File: src/rtl/awd_pkg.sv
package awd_pkg;

  localparam int PA_W = 36;

  typedef enum logic [1:0] {
    SEL_CTRL = 2'd0,
    SEL_BASE = 2'd1,
    SEL_RLO  = 2'd2,
    SEL_RHI  = 2'd3
  } awd_sel_e;

  typedef struct packed {
    logic [15:0] size_m1;
    logic [7:0]  attr;
    logic [3:0]  target;
    logic [1:0]  rsvd;
    logic        sync_bar;
    logic        enable;
  } awd_ctrl_t;

  // bits of the address that lie inside the window (ones = offset)
  function automatic logic [PA_W-1:0] offset_mask(input logic [31:0] ctrl);
    return {4'h0, ctrl[31:16], 16'hFFFF};
  endfunction

  function automatic logic [PA_W-1:0] base_addr(input logic [31:0] base);
    return {base[3:0], base[31:16], 16'h0000};
  endfunction

  function automatic logic [PA_W-1:0] remap_addr(input logic [31:0] rlo,
                                                 input logic [31:0] rhi);
    return {rhi[3:0], rlo[31:16], 16'h0000};
  endfunction

  function automatic logic win_covers(input logic [PA_W-1:0] addr,
                                      input logic [31:0] ctrl,
                                      input logic [31:0] base);
    logic [PA_W-1:0] m;
    m = offset_mask(ctrl);
    return ctrl[0] && ((addr & ~m) == (base_addr(base) & ~m));
  endfunction

  function automatic logic [PA_W-1:0] translate(input logic [PA_W-1:0] addr,
                                                input logic [31:0] ctrl,
                                                input logic [31:0] rlo,
                                                input logic [31:0] rhi);
    logic [PA_W-1:0] m;
    m = offset_mask(ctrl);
    return (remap_addr(rlo, rhi) & ~m) | (addr & m);
  endfunction

  // storage masks for readback
  localparam logic [31:0] BASE_KEEP = 32'hFFFF_000F;
  localparam logic [31:0] RLO_KEEP  = 32'hFFFF_0000;
  localparam logic [31:0] RHI_KEEP  = 32'h0000_000F;

endpackage

File: src/rtl/awd_win_regs.sv
module awd_win_regs
  import awd_pkg::*;
#(
  parameter bit HAS_REMAP = 1'b1
) (
  input  logic        clk,
  input  logic        rst_n,
  input  logic        we,
  input  logic        clr,
  input  logic [1:0]  sel,
  input  logic [31:0] wdata,
  output logic [31:0] ctrl_q,
  output logic [31:0] base_q,
  output logic [31:0] rlo_q,
  output logic [31:0] rhi_q
);

  always_ff @(posedge clk or negedge rst_n) begin
    if (!rst_n) begin
      ctrl_q <= '0;
      base_q <= '0;
    end else if (clr) begin
      ctrl_q <= '0;
      base_q <= '0;
    end else if (we) begin
      if (sel == SEL_CTRL) ctrl_q <= wdata;
      if (sel == SEL_BASE) base_q <= wdata & BASE_KEEP;
    end
  end

  generate
    if (HAS_REMAP) begin : g_remap
      logic [31:0] rlo_r, rhi_r;
      always_ff @(posedge clk or negedge rst_n) begin
        if (!rst_n) begin
          rlo_r <= '0;
          rhi_r <= '0;
        end else if (clr) begin
          rlo_r <= '0;
          rhi_r <= '0;
        end else if (we) begin
          if (sel == SEL_RLO) rlo_r <= wdata & RLO_KEEP;
          if (sel == SEL_RHI) rhi_r <= wdata & RHI_KEEP;
        end
      end
      assign rlo_q = rlo_r;
      assign rhi_q = rhi_r;
    end else begin : g_noremap
      assign rlo_q = '0;
      assign rhi_q = '0;
    end
  endgenerate

endmodule

File: src/rtl/awd_win_match.sv
module awd_win_match
  import awd_pkg::*;
#(
  parameter bit HAS_REMAP = 1'b1
) (
  input  logic [PA_W-1:0] addr,
  input  logic [31:0]     ctrl,
  input  logic [31:0]     base,
  input  logic [31:0]     rlo,
  input  logic [31:0]     rhi,
  output logic            hit,
  output logic [PA_W-1:0] xlat
);

  assign hit = win_covers(addr, ctrl, base);

  generate
    if (HAS_REMAP) begin : g_xlat
      assign xlat = translate(addr, ctrl, rlo, rhi);
    end else begin : g_pass
      assign xlat = addr;
    end
  endgenerate

endmodule

File: src/rtl/awd_prio_sel.sv
module awd_prio_sel #(
  parameter int N = 8,
  localparam int IW = (N > 1) ? $clog2(N) : 1
) (
  input  logic [N-1:0]  req,
  output logic [N-1:0]  grant,
  output logic [IW-1:0] idx,
  output logic          any
);

  always_comb begin
    grant = '0;
    idx   = '0;
    for (int i = N - 1; i >= 0; i--) begin
      if (req[i]) begin
        grant  = '0;
        grant[i] = 1'b1;
        idx    = IW'(i);
      end
    end
  end

  assign any = |req;

endmodule

File: src/rtl/awin_decoder.sv
module awin_decoder
  import awd_pkg::*;
#(
  parameter int NUM_WINS   = 8,
  parameter int REMAP_WINS = 4,
  localparam int WIN_IDX_W = (NUM_WINS > 1) ? $clog2(NUM_WINS) : 1
) (
  input  logic                 clk,
  input  logic                 rst_n,
  input  logic                 reg_we,
  input  logic                 reg_clr,
  input  logic [WIN_IDX_W-1:0] reg_win,
  input  logic [1:0]           reg_sel,
  input  logic [31:0]          reg_wdata,
  output logic [31:0]          reg_rdata,
  input  logic                 dec_valid,
  input  logic [35:0]          dec_addr,
  output logic                 out_valid,
  output logic                 out_hit,
  output logic [3:0]           out_target,
  output logic [7:0]           out_attr,
  output logic [35:0]          out_addr
);

  logic [31:0]     ctrl_w [NUM_WINS];
  logic [31:0]     base_w [NUM_WINS];
  logic [31:0]     rlo_w  [NUM_WINS];
  logic [31:0]     rhi_w  [NUM_WINS];
  logic [PA_W-1:0] xlat_w [NUM_WINS];

  // named internal events for the checker
  logic [NUM_WINS-1:0]  win_en_vec;
  logic [NUM_WINS-1:0]  win_hit_vec;
  logic [NUM_WINS-1:0]  win_grant;
  logic [WIN_IDX_W-1:0] win_sel_idx;
  logic                 any_hit;

  genvar gi;
  generate
    for (gi = 0; gi < NUM_WINS; gi++) begin : g_win
      localparam bit REMAP_OK = (gi < REMAP_WINS);
      logic sel_me;
      assign sel_me = (reg_win == WIN_IDX_W'(gi));

      awd_win_regs #(.HAS_REMAP(REMAP_OK)) u_regs (
        .clk    (clk),
        .rst_n  (rst_n),
        .we     (reg_we && sel_me),
        .clr    (reg_clr && sel_me),
        .sel    (reg_sel),
        .wdata  (reg_wdata),
        .ctrl_q (ctrl_w[gi]),
        .base_q (base_w[gi]),
        .rlo_q  (rlo_w[gi]),
        .rhi_q  (rhi_w[gi])
      );

      awd_win_match #(.HAS_REMAP(REMAP_OK)) u_match (
        .addr (dec_addr),
        .ctrl (ctrl_w[gi]),
        .base (base_w[gi]),
        .rlo  (rlo_w[gi]),
        .rhi  (rhi_w[gi]),
        .hit  (win_hit_vec[gi]),
        .xlat (xlat_w[gi])
      );

      assign win_en_vec[gi] = ctrl_w[gi][0];
    end
  endgenerate

  awd_prio_sel #(.N(NUM_WINS)) u_prio (
    .req   (win_hit_vec),
    .grant (win_grant),
    .idx   (win_sel_idx),
    .any   (any_hit)
  );

  // register readback
  always_comb begin
    reg_rdata = '0;
    if (int'(reg_win) < NUM_WINS) begin
      unique case (reg_sel)
        SEL_CTRL: reg_rdata = ctrl_w[reg_win];
        SEL_BASE: reg_rdata = base_w[reg_win];
        SEL_RLO:  reg_rdata = rlo_w[reg_win];
        default:  reg_rdata = rhi_w[reg_win];
      endcase
    end
  end

  // decode result selection
  awd_ctrl_t   win_ctrl;
  logic [35:0] nxt_addr;
  always_comb begin
    win_ctrl = awd_ctrl_t'(ctrl_w[win_sel_idx]);
    nxt_addr = any_hit ? xlat_w[win_sel_idx] : dec_addr;
  end

  always_ff @(posedge clk or negedge rst_n) begin
    if (!rst_n) begin
      out_valid  <= 1'b0;
      out_hit    <= 1'b0;
      out_target <= '0;
      out_attr   <= '0;
      out_addr   <= '0;
    end else begin
      out_valid  <= dec_valid;
      out_hit    <= dec_valid && any_hit;
      out_target <= (dec_valid && any_hit) ? win_ctrl.target : 4'h0;
      out_attr   <= (dec_valid && any_hit) ? win_ctrl.attr : 8'h00;
      out_addr   <= nxt_addr;
    end
  end

endmodule

File: config.mk
export PLATFORM = sky130hd
export DESIGN_NAME = awin_decoder
export DESIGN_NICKNAME = d
export VERILOG_FILES = /design/src/rtl/awd_pkg.sv /design/src/rtl/awd_win_regs.sv /design/src/rtl/awd_win_match.sv /design/src/rtl/awd_prio_sel.sv /design/src/rtl/awin_decoder.sv
export SDC_FILE = /design/constraint.sdc
export NUM_CORES = 2
export LEC_CHECK = 0
export BUFFER_PORTS_ARGS = -buffer_cell sky130_fd_sc_hd__buf_2
export CAP_MARGIN = 20
export CORE_ASPECT_RATIO = 1.2
export CORE_MARGIN = 5
export CORE_UTILIZATION = 30
export DETAILED_ROUTE_END_ITERATION = 10
export GPL_TIMING_DRIVEN = 0
export PLACE_DENSITY_LB_ADDON = 0.12
export SLEW_MARGIN = 20
export SYNTH_ARGS = -nofsm -noshare
export SYNTH_HDL_FRONTEND = slang
export SYNTH_SLANG_ARGS = --single-unit
export TNS_END_PERCENT = 50
File: constraint.sdc
create_clock -name clk -period 3.9 [get_ports clk]
set_input_delay 0.39 -clock clk [delete_from_list [all_inputs] [get_ports clk]]
set_output_delay 0.39 -clock clk [all_outputs]
set_load 0.1 [all_outputs]
# Word-level counts from Yosys, hierarchy flattened
# Cells that the tools add are included.
classes:
  bitwise_logic: 38
  n_reduce_logical: 84
  eq_ne: 18
  order_cmp: 2
  muxes: 82
ops:
  columns: ["op", "count"]
  rows:
  - ["32-bit two-way mux", 60]
  - ["36-bit bitwise AND", 20]
  - ["32-bit binary-select mux with 3-bit select", 5]
  - ["36-bit equality test", 8]
  - ["32-bit inverter with 36-bit output", 8]
  - ["36-bit by 32-bit bitwise AND with 36-bit output", 4]
  - ["36-bit bitwise OR", 4]
  - ["36-bit binary-select mux with 3-bit select", 1]
  - ["36-bit two-way mux", 3]
  - ["32-bit case mux with 3 select lines", 1]
  - ["2-bit nonzero test", 32]
  - ["2-bit AND reduction", 24]
  - ["16-bit two-way mux", 2]
  - ["1-bit logical AND", 25]
  - ["3-bit two-way mux", 8]
  - ["3-bit equality test, second input constant", 4]
  - ["4-bit greater-or-equal comparator, second input constant", 2]
  - ["8-bit two-way mux", 1]
  - ["3-bit inverter with 4-bit output", 2]
  - ["8-bit OR reduction", 1]
  - ["3-bit by 2-bit equality test with 1-bit output, second input constant", 2]
  - ["2-bit equality test, second input constant", 2]
  - ["4-bit two-way mux", 1]
  - ["3-bit by 1-bit equality test with 1-bit output, second input constant", 1]
  - ["3 further kinds", 3]
word_totals:
  register_bits: 818
  inputBits: 78
  wordCells: 253

# Depth between registers and ports, before layout
depth:
  word_depth: 17
  ltp_mapped: 11
  mapped_depth_nobuf: 8

# Modules after synthesis
# From an unflattened synthesis, not the netlist that was laid out.
unflattened:
  hier_cells: 4010
  area_unflattened_um2: 44242.4
modules_own_cells:
  columns: ["mod", "instances", "area_each_um2", "seq_area_each_um2", "cells_per_inst"]
  rows:
  - ["awd_win_regs (g_win[0].u_regs ...)", 4, 3743.6, 1801.7, 330]
  - ["awin_decoder", 1, 12483.2, 1251.2, 966]
  - ["awd_win_regs (g_win[4].u_regs ...)", 4, 3036.7, 1301.2, 283]
  - ["awd_win_match (g_win[0].u_match ...)", 4, 591.8, 0.0, 71]
  - ["awd_win_match (g_win[4].u_match ...)", 4, 531.8, 0.0, 71]
  - ["awd_prio_sel", 1, 143.9, 0.0, 24]

# Worst setup path after synthesis
# OpenSTA, ideal clock, no wires.
synth_path:
  kind: "input port to output port"
  start: "in reg_win[1]"
  end: "out reg_rdata[18]"
  path_slack_ps: -749
  stages: 7
  path_buffers: 4
  t_arrival_ps: 4259
  path_cell_list: "clkbuf_1 -> clkbuf_1 -> clkbuf_1 -> buf_1 -> mux4_2 -> mux2i_1 -> a211oi_1"
synth_between:
  elab_chain_len: 5
synth_rtl:
  columns: ["item", "line_no", "text"]
  rows:
  - ["start: declaration", "awin_decoder.sv:12", "input logic [WIN_IDX_W-1:0] reg_win,"]
  - ["3-bit inverter with 4-bit output (not written as such) (*)", null, null]
  - ["32-bit binary-select mux with 3-bit select, on equally long branches", null, null]
  - ["32-bit two-way mux, on equally long branches (2 in series)", null, null]
  - ["32-bit case mux with 3 select lines (*)", "awin_decoder.sv:83", "unique case (reg_sel)"]
  - ["end: declaration", "awin_decoder.sv:15", "output logic [31:0] reg_rdata,"]
# Mark *: on every way between the ends. The rest lies on a longest branch, timed or not. The select of a mux whose other input is x is not followed.

# Worst setup path after layout
layout_path:
  start: "reg g_win[3].u_regs.base_q[17]"
  end: "reg out_addr[30]"
layout_between:
  elab_chain_len: 12
layout_rtl:
  columns: ["item", "line_no", "text"]
  rows:
  - ["start: declaration", "awd_win_regs.sv:13", "output logic [31:0] base_q,"]
  - ["start signal: assignment", "awd_win_regs.sv:27", "if (sel == SEL_BASE) base_q <= wdata & BASE_KEEP;"]
  - ["36-bit bitwise AND (*)", "awd_pkg.sv:40", "return ctrl[0] && ((addr & ~m) == (base_addr(base) & ~m));"]
  - ["36-bit equality test (*)", "awd_pkg.sv:40", null]
  - ["1-bit logical AND (*)", "awd_pkg.sv:40", null]
  - ["3-bit two-way mux (4 in series)", "awd_prio_sel.sv:15", "if (req[i]) begin"]
  - ["3-bit inverter with 4-bit output (not written as such)", "awin_decoder.sv:97", "nxt_addr = any_hit ? xlat_w[win_sel_idx] : dec_addr;"]
  - ["36-bit binary-select mux with 3-bit select", "awin_decoder.sv:97", null]
  - ["36-bit two-way mux (not written as such) (2 in series)", "awin_decoder.sv:97", null]
  - ["36-bit two-way mux (*)", "awin_decoder.sv:97", null]
  - ["net nxt_addr[30]", "awin_decoder.sv:94", "logic [35:0] nxt_addr;"]
  - ["end signal: assignment", "awin_decoder.sv:112", "out_addr <= nxt_addr;"]
  - ["end: declaration", "awin_decoder.sv:22", "output logic [35:0] out_addr"]
# Mark *: on every way through the listed nets, which the timed path passes. The rest lies on a longest branch. The select of a mux whose other input is x is not followed.
# A chain may end at the register's enable or synchronous reset.

==> run summary <==
In this run, the number of DRC markers left after iteration 0 of detailed routing was 2958. Global routing used 28.3% of the available tracks across all layers. The category of the most critical setup path is register to register. The post-synthesis mux area share is 12.3%. Switching power as a share of total power: 35.9%.

The logs give 660 ps for the clock insertion delay at the later pin of the skew report and 4 for the total setup violations reported at the end of the flow. The clock transition at the registers of the reported paths is 60 ps. Number of warning messages in the yosys log: 0. The count of endpoints failing hold in the final timing report came out at 0.

In the synthesized netlist the dominant register cell turns out to be sky130_fd_sc_hd__dfrtp_1. The first detailed-routing pass took 6 iterations. In this run, distinct cell masters in the synthesized netlist total 58. The share of total power dissipated in sequential elements is 41.7%.

Summing the areas of all compound-gate instances in the mapped netlist gives 15.9% of the synthesized area. After synthesis, the largest family of logic cells by area is compound AO/OA/AOI/OAI gates. The cell count of the worst reg-to-reg path works out to 8. Pin count of the biggest net entering global routing: 92.

Summed over all layers, the global routing overflow is 0. The synthesis-to-layout area growth came out at 17.6%. For this run, the post-layout net count is 3319.

Using the TritonRoute via totals, the vias-per-cell ratio works out to 5.74. Slew at the pin closest to its max-slew limit: 1190 ps. The tools report the final setup skew as 41.3 ps.

The flow ran to the end, but the final reports show violations. The final setup slack of the worst path was -53.6 ps. Dividing the detail-routed wire length by the instance count gives 32.7 µm. The post-synthesis register bit count works out to 546. The die is 294 µm wide. After Yosys synthesis, and, or, nand and nor cells account for 15.4% of the synthesized area.

Post-synthesis xor/xnor area fraction: 5.00%. VDD sags by at most 0.318 mV. In the final timing run, aggregate negative setup slack is -112 ps.

The highest net fanout along the worst path was 10; the initial core utilization was 30.2%. In this run the remaining antenna-violating nets after routing total 0. The checks that failed: setup timing. The number of instances in the synthesized netlist was 3038.

Buffers added to address setup during post-CTS repair amount to 0. For this design the ratio of total power to cell area is 562 nW/µm². The largest individual stage delay along the critical path comes from the cell sky130_fd_sc_hd__or4_1. The count of final max-slew check failures is 0. The number of antenna violations at the first check in global routing is 4.

The tools report the area of combinational cells with multiple inputs as 14300 µm². The worst path needs 3950 ps of the cycle, external delays included. The floorplan row count is 125.

CTS built an H-tree with a depth of 3. After floorplanning, the core was sized to cover 96500 µm². Headroom to the max-slew limit came out at 20.6%. The first global-routing pass estimated 207000 µm of wire. Setup repair after global routing could not meet its margin everywhere. Counting instances, the worst hold path has a depth of 3. Data on the critical path is required at its endpoint by 4350 ps.

Final estimated routing congestion in global placement: 0.985. Timing would allow up to 253 MHz. The final critical-path share of the clock period is 101%, and the share of post-route cells with drive strength above 1 is 15.4%. The tools report the die outline area as 103000 µm². The kind of cell with the highest combined delay on the critical path was simple AND/OR/NAND/NOR gates. Summing every instance area after synthesis gives 29100 µm².

Summing all placed instances gives a cell area of 31500 µm². The clock drives 546 sinks. The logs give 3 for the maximum clock path buffer count and 35.7% for the fraction of power consumed by the clock network. In the final layout, flip-flops and latches occupy 13700 µm². The tree is rooted in a sky130_fd_sc_hd__clkbuf_16. The share of synthesized flip-flops with an asynchronous set or reset works out to 100%. The die is 351 µm tall.

Pin placement for this block handled 160 I/O pins. Class of the worst hold path: primary input to register. The standby leakage power was 0.0147 µW. For the number of buffers created by CTS, the log shows 70. During placement, the flow inserted port buffers numbering 106. In this run, synthesis inferred 0 flip-flops with an integrated enable.

The critical path crosses 8 cells after its start point. Internal power comes to 12300 µW. TritonCTS built the clock tree. For the net count after synthesis, the log shows 3116.

The finished cells cover 34200 µm². Dividing the synthesized area by the synthesized cell count gives 9.58 µm². The stage delay of the slowest cell on the critical path was 700 ps; the sum of net half-perimeters after detailed placement was 110000 µm.

The number of fillers in the final layout is 9939, and the combined buffer and inverter count along the critical path is 1. The run gives -1570 ps as the worst-case setup slack after placement. For the via count of the first global-routing pass, the log shows 26100.

The logs give 6910 µW for the net load switching power and 4421 for the number of instances in the placed design. Summing the sequential cell areas from Yosys gives 46.9% of the chip area. After detailed routing, the number of remaining DRC violations is 0.

After Yosys synthesis, full adders, half adders and majority gates account for 0% of the synthesized area. Data arrives at the worst endpoint at 4400 ps. Across the run, the number of max-cap violations was 0. Total detailed-routing wirelength: 149000 µm. STA classifies the critical path startpoint as a register. Combinational power share: 22.6%.

Via count of the routed design: 26200. Excluding fillers, the count of instances in the completed layout stands at 4564. The worst setup path is captured at a register. The signal on the critical path passes through xnor2_1 > o22ai_1 > nor4_2 > nand3_2 > nand4_1 > buf_2 > a41oi_1 > or4_1.
[cells by family (layout without fill, tap and decap cells)]
family / after synthesis / in the layout
other: 0 / 3
buffers and inverters: 288 / 541
and+or+nand+nor: 1067 / 1067
muxes: 203 / 203
xor gates and xnor gates: 160 / 160
AOI/OAI and AO/OA: 774 / 774
DFF: 546 / 546
[sequential cells by signal, summed over array words and instances (netlist names)]
register,count
g_win.u_regs.base_q,160
g_win.u_regs.rhi_q,16
out_valid,1
out_attr,8
out_addr,36
out_hit,1
g_win.u_regs.ctrl_q,256
out_target,4
g_win.u_regs.rlo_q,64
[metal layers]
layer / wire, µm / vias up / part of all wire, % / global-route usage [%]
met1: 60900 / 13400 / 41 / 37.3
li1: - / 11100 / - / -
met5: 13 / - / 0.0087 / 0
met3: 11200 / 318 / 7.5 / 4.53
met2: 68100 / 1285 / 46 / 45.0
met4: 9020 / 2 / 6.0 / 14.7
[cell usage after synthesis (35+ instances only)]
cell type	count	area (µm²)
sky130_fd_sc_hd__mux2i_1	76	761
sky130_fd_sc_hd__o21ai_0	522	2610
sky130_fd_sc_hd__nand2_1	784	2940
sky130_fd_sc_hd__dfrtp_1	546	13700
sky130_fd_sc_hd__clkbuf_1	172	646
sky130_fd_sc_hd__mux4_2	124	2790
sky130_fd_sc_hd__xnor2_1	153	1340
sky130_fd_sc_hd__a211oi_1	43	323
sky130_fd_sc_hd__inv_1	35	131
sky130_fd_sc_hd__nand3_1	55	275
sky130_fd_sc_hd__o22ai_1	87	544
sky130_fd_sc_hd__nor2_1	100	375
[worst min-delay path, delay by kind of cell]
family / cells / cell delay, ps
buffers and inverters: 1 / 150
and+or+nand+nor: 1 / 60
AOI/OAI and AO/OA: 1 / 60
[cell type report]
| cell class | instances | area share, % |
|---|---|---|
| tap | 1270 | 4.64 |
| multi-input combinational | 2204 | 41.7 |
| sequential | 546 | 39.9 |
| clock buffer | 91 | 5.82 |
| antenna | 3 | 0.0219 |
| clock inverter | 31 | 1.10 |
| buffer | 253 | 3.69 |
| timing repair buffer | 131 | 2.76 |
| inverter | 35 | 0.384 |
[path summary, 6_finish.rpt]
kind	from	to	slack, ps
max in group asynchronous	rst_n	g_win[3].u_regs.ctrl_q[24]	1890
setup reg to reg	g_win[3].u_regs.base_q[17]	out_addr[30]	-50
hold / removal	reg_wdata[6]	g_win[2].u_regs.ctrl_q[6]	40
setup / recovery	g_win[3].u_regs.base_q[17]	out_addr[30]	-50
min in group asynchronous	rst_n	g_win[7].u_regs.ctrl_q[13]	280
hold reg to reg	g_win[7].u_regs.ctrl_q[1]	g_win[7].u_regs.ctrl_q[1]	480
[layout by cell type (no fill, tap or decap), types with 24 or more instances in the layout]
cell,n
sky130_fd_sc_hd__dfrtp_1,546
sky130_fd_sc_hd__nor4_1,27
sky130_fd_sc_hd__mux4_2,124
sky130_fd_sc_hd__mux2i_1,76
sky130_fd_sc_hd__nand2_1,783
sky130_fd_sc_hd__o22ai_1,87
sky130_fd_sc_hd__nor3b_1,29
sky130_fd_sc_hd__clkbuf_2,24
sky130_fd_sc_hd__inv_1,35
sky130_fd_sc_hd__o211ai_1,29
sky130_fd_sc_hd__nand3_1,55
sky130_fd_sc_hd__nor2_1,100
sky130_fd_sc_hd__o21ai_0,522
sky130_fd_sc_hd__clkbuf_16,70
sky130_fd_sc_hd__buf_2,118
sky130_fd_sc_hd__clkbuf_1,162
sky130_fd_sc_hd__xnor2_1,153
[metrics by stage]
stage                     util [%]  total power, µW  hold WS [ps]
final                         35.5            19200          43.9
after global routing          35.5            20000          54.5
after CTS                     35.4            19300          23.3
after detailed placement      32.6            12300           388
after global placement        32.4            12300           455
after floorplan                  -            10400          94.4
[timing repair]
| action | in CTS | in global routing |
|---|---|---|
| endpoints found under the hold margin | 75 | 0 |
| endpoints found under the setup margin | 43 | 13 |
| hold buffers | 18 | 0 |
| gates resized for setup | 53 | 14 |
[power by group through the flow]
stage / clock, µW / sequential, µW / combinational (µW)
floorplan: 0 / 7640 / 2790
global placement: 0 / 8060 / 4200
detailed placement: 0 / 8060 / 4250
CTS: 6980 / 7970 / 4310
global route: 7180 / 8110 / 4670
finish: 6880 / 8020 / 4350
(Power assumes the default switching activity.)
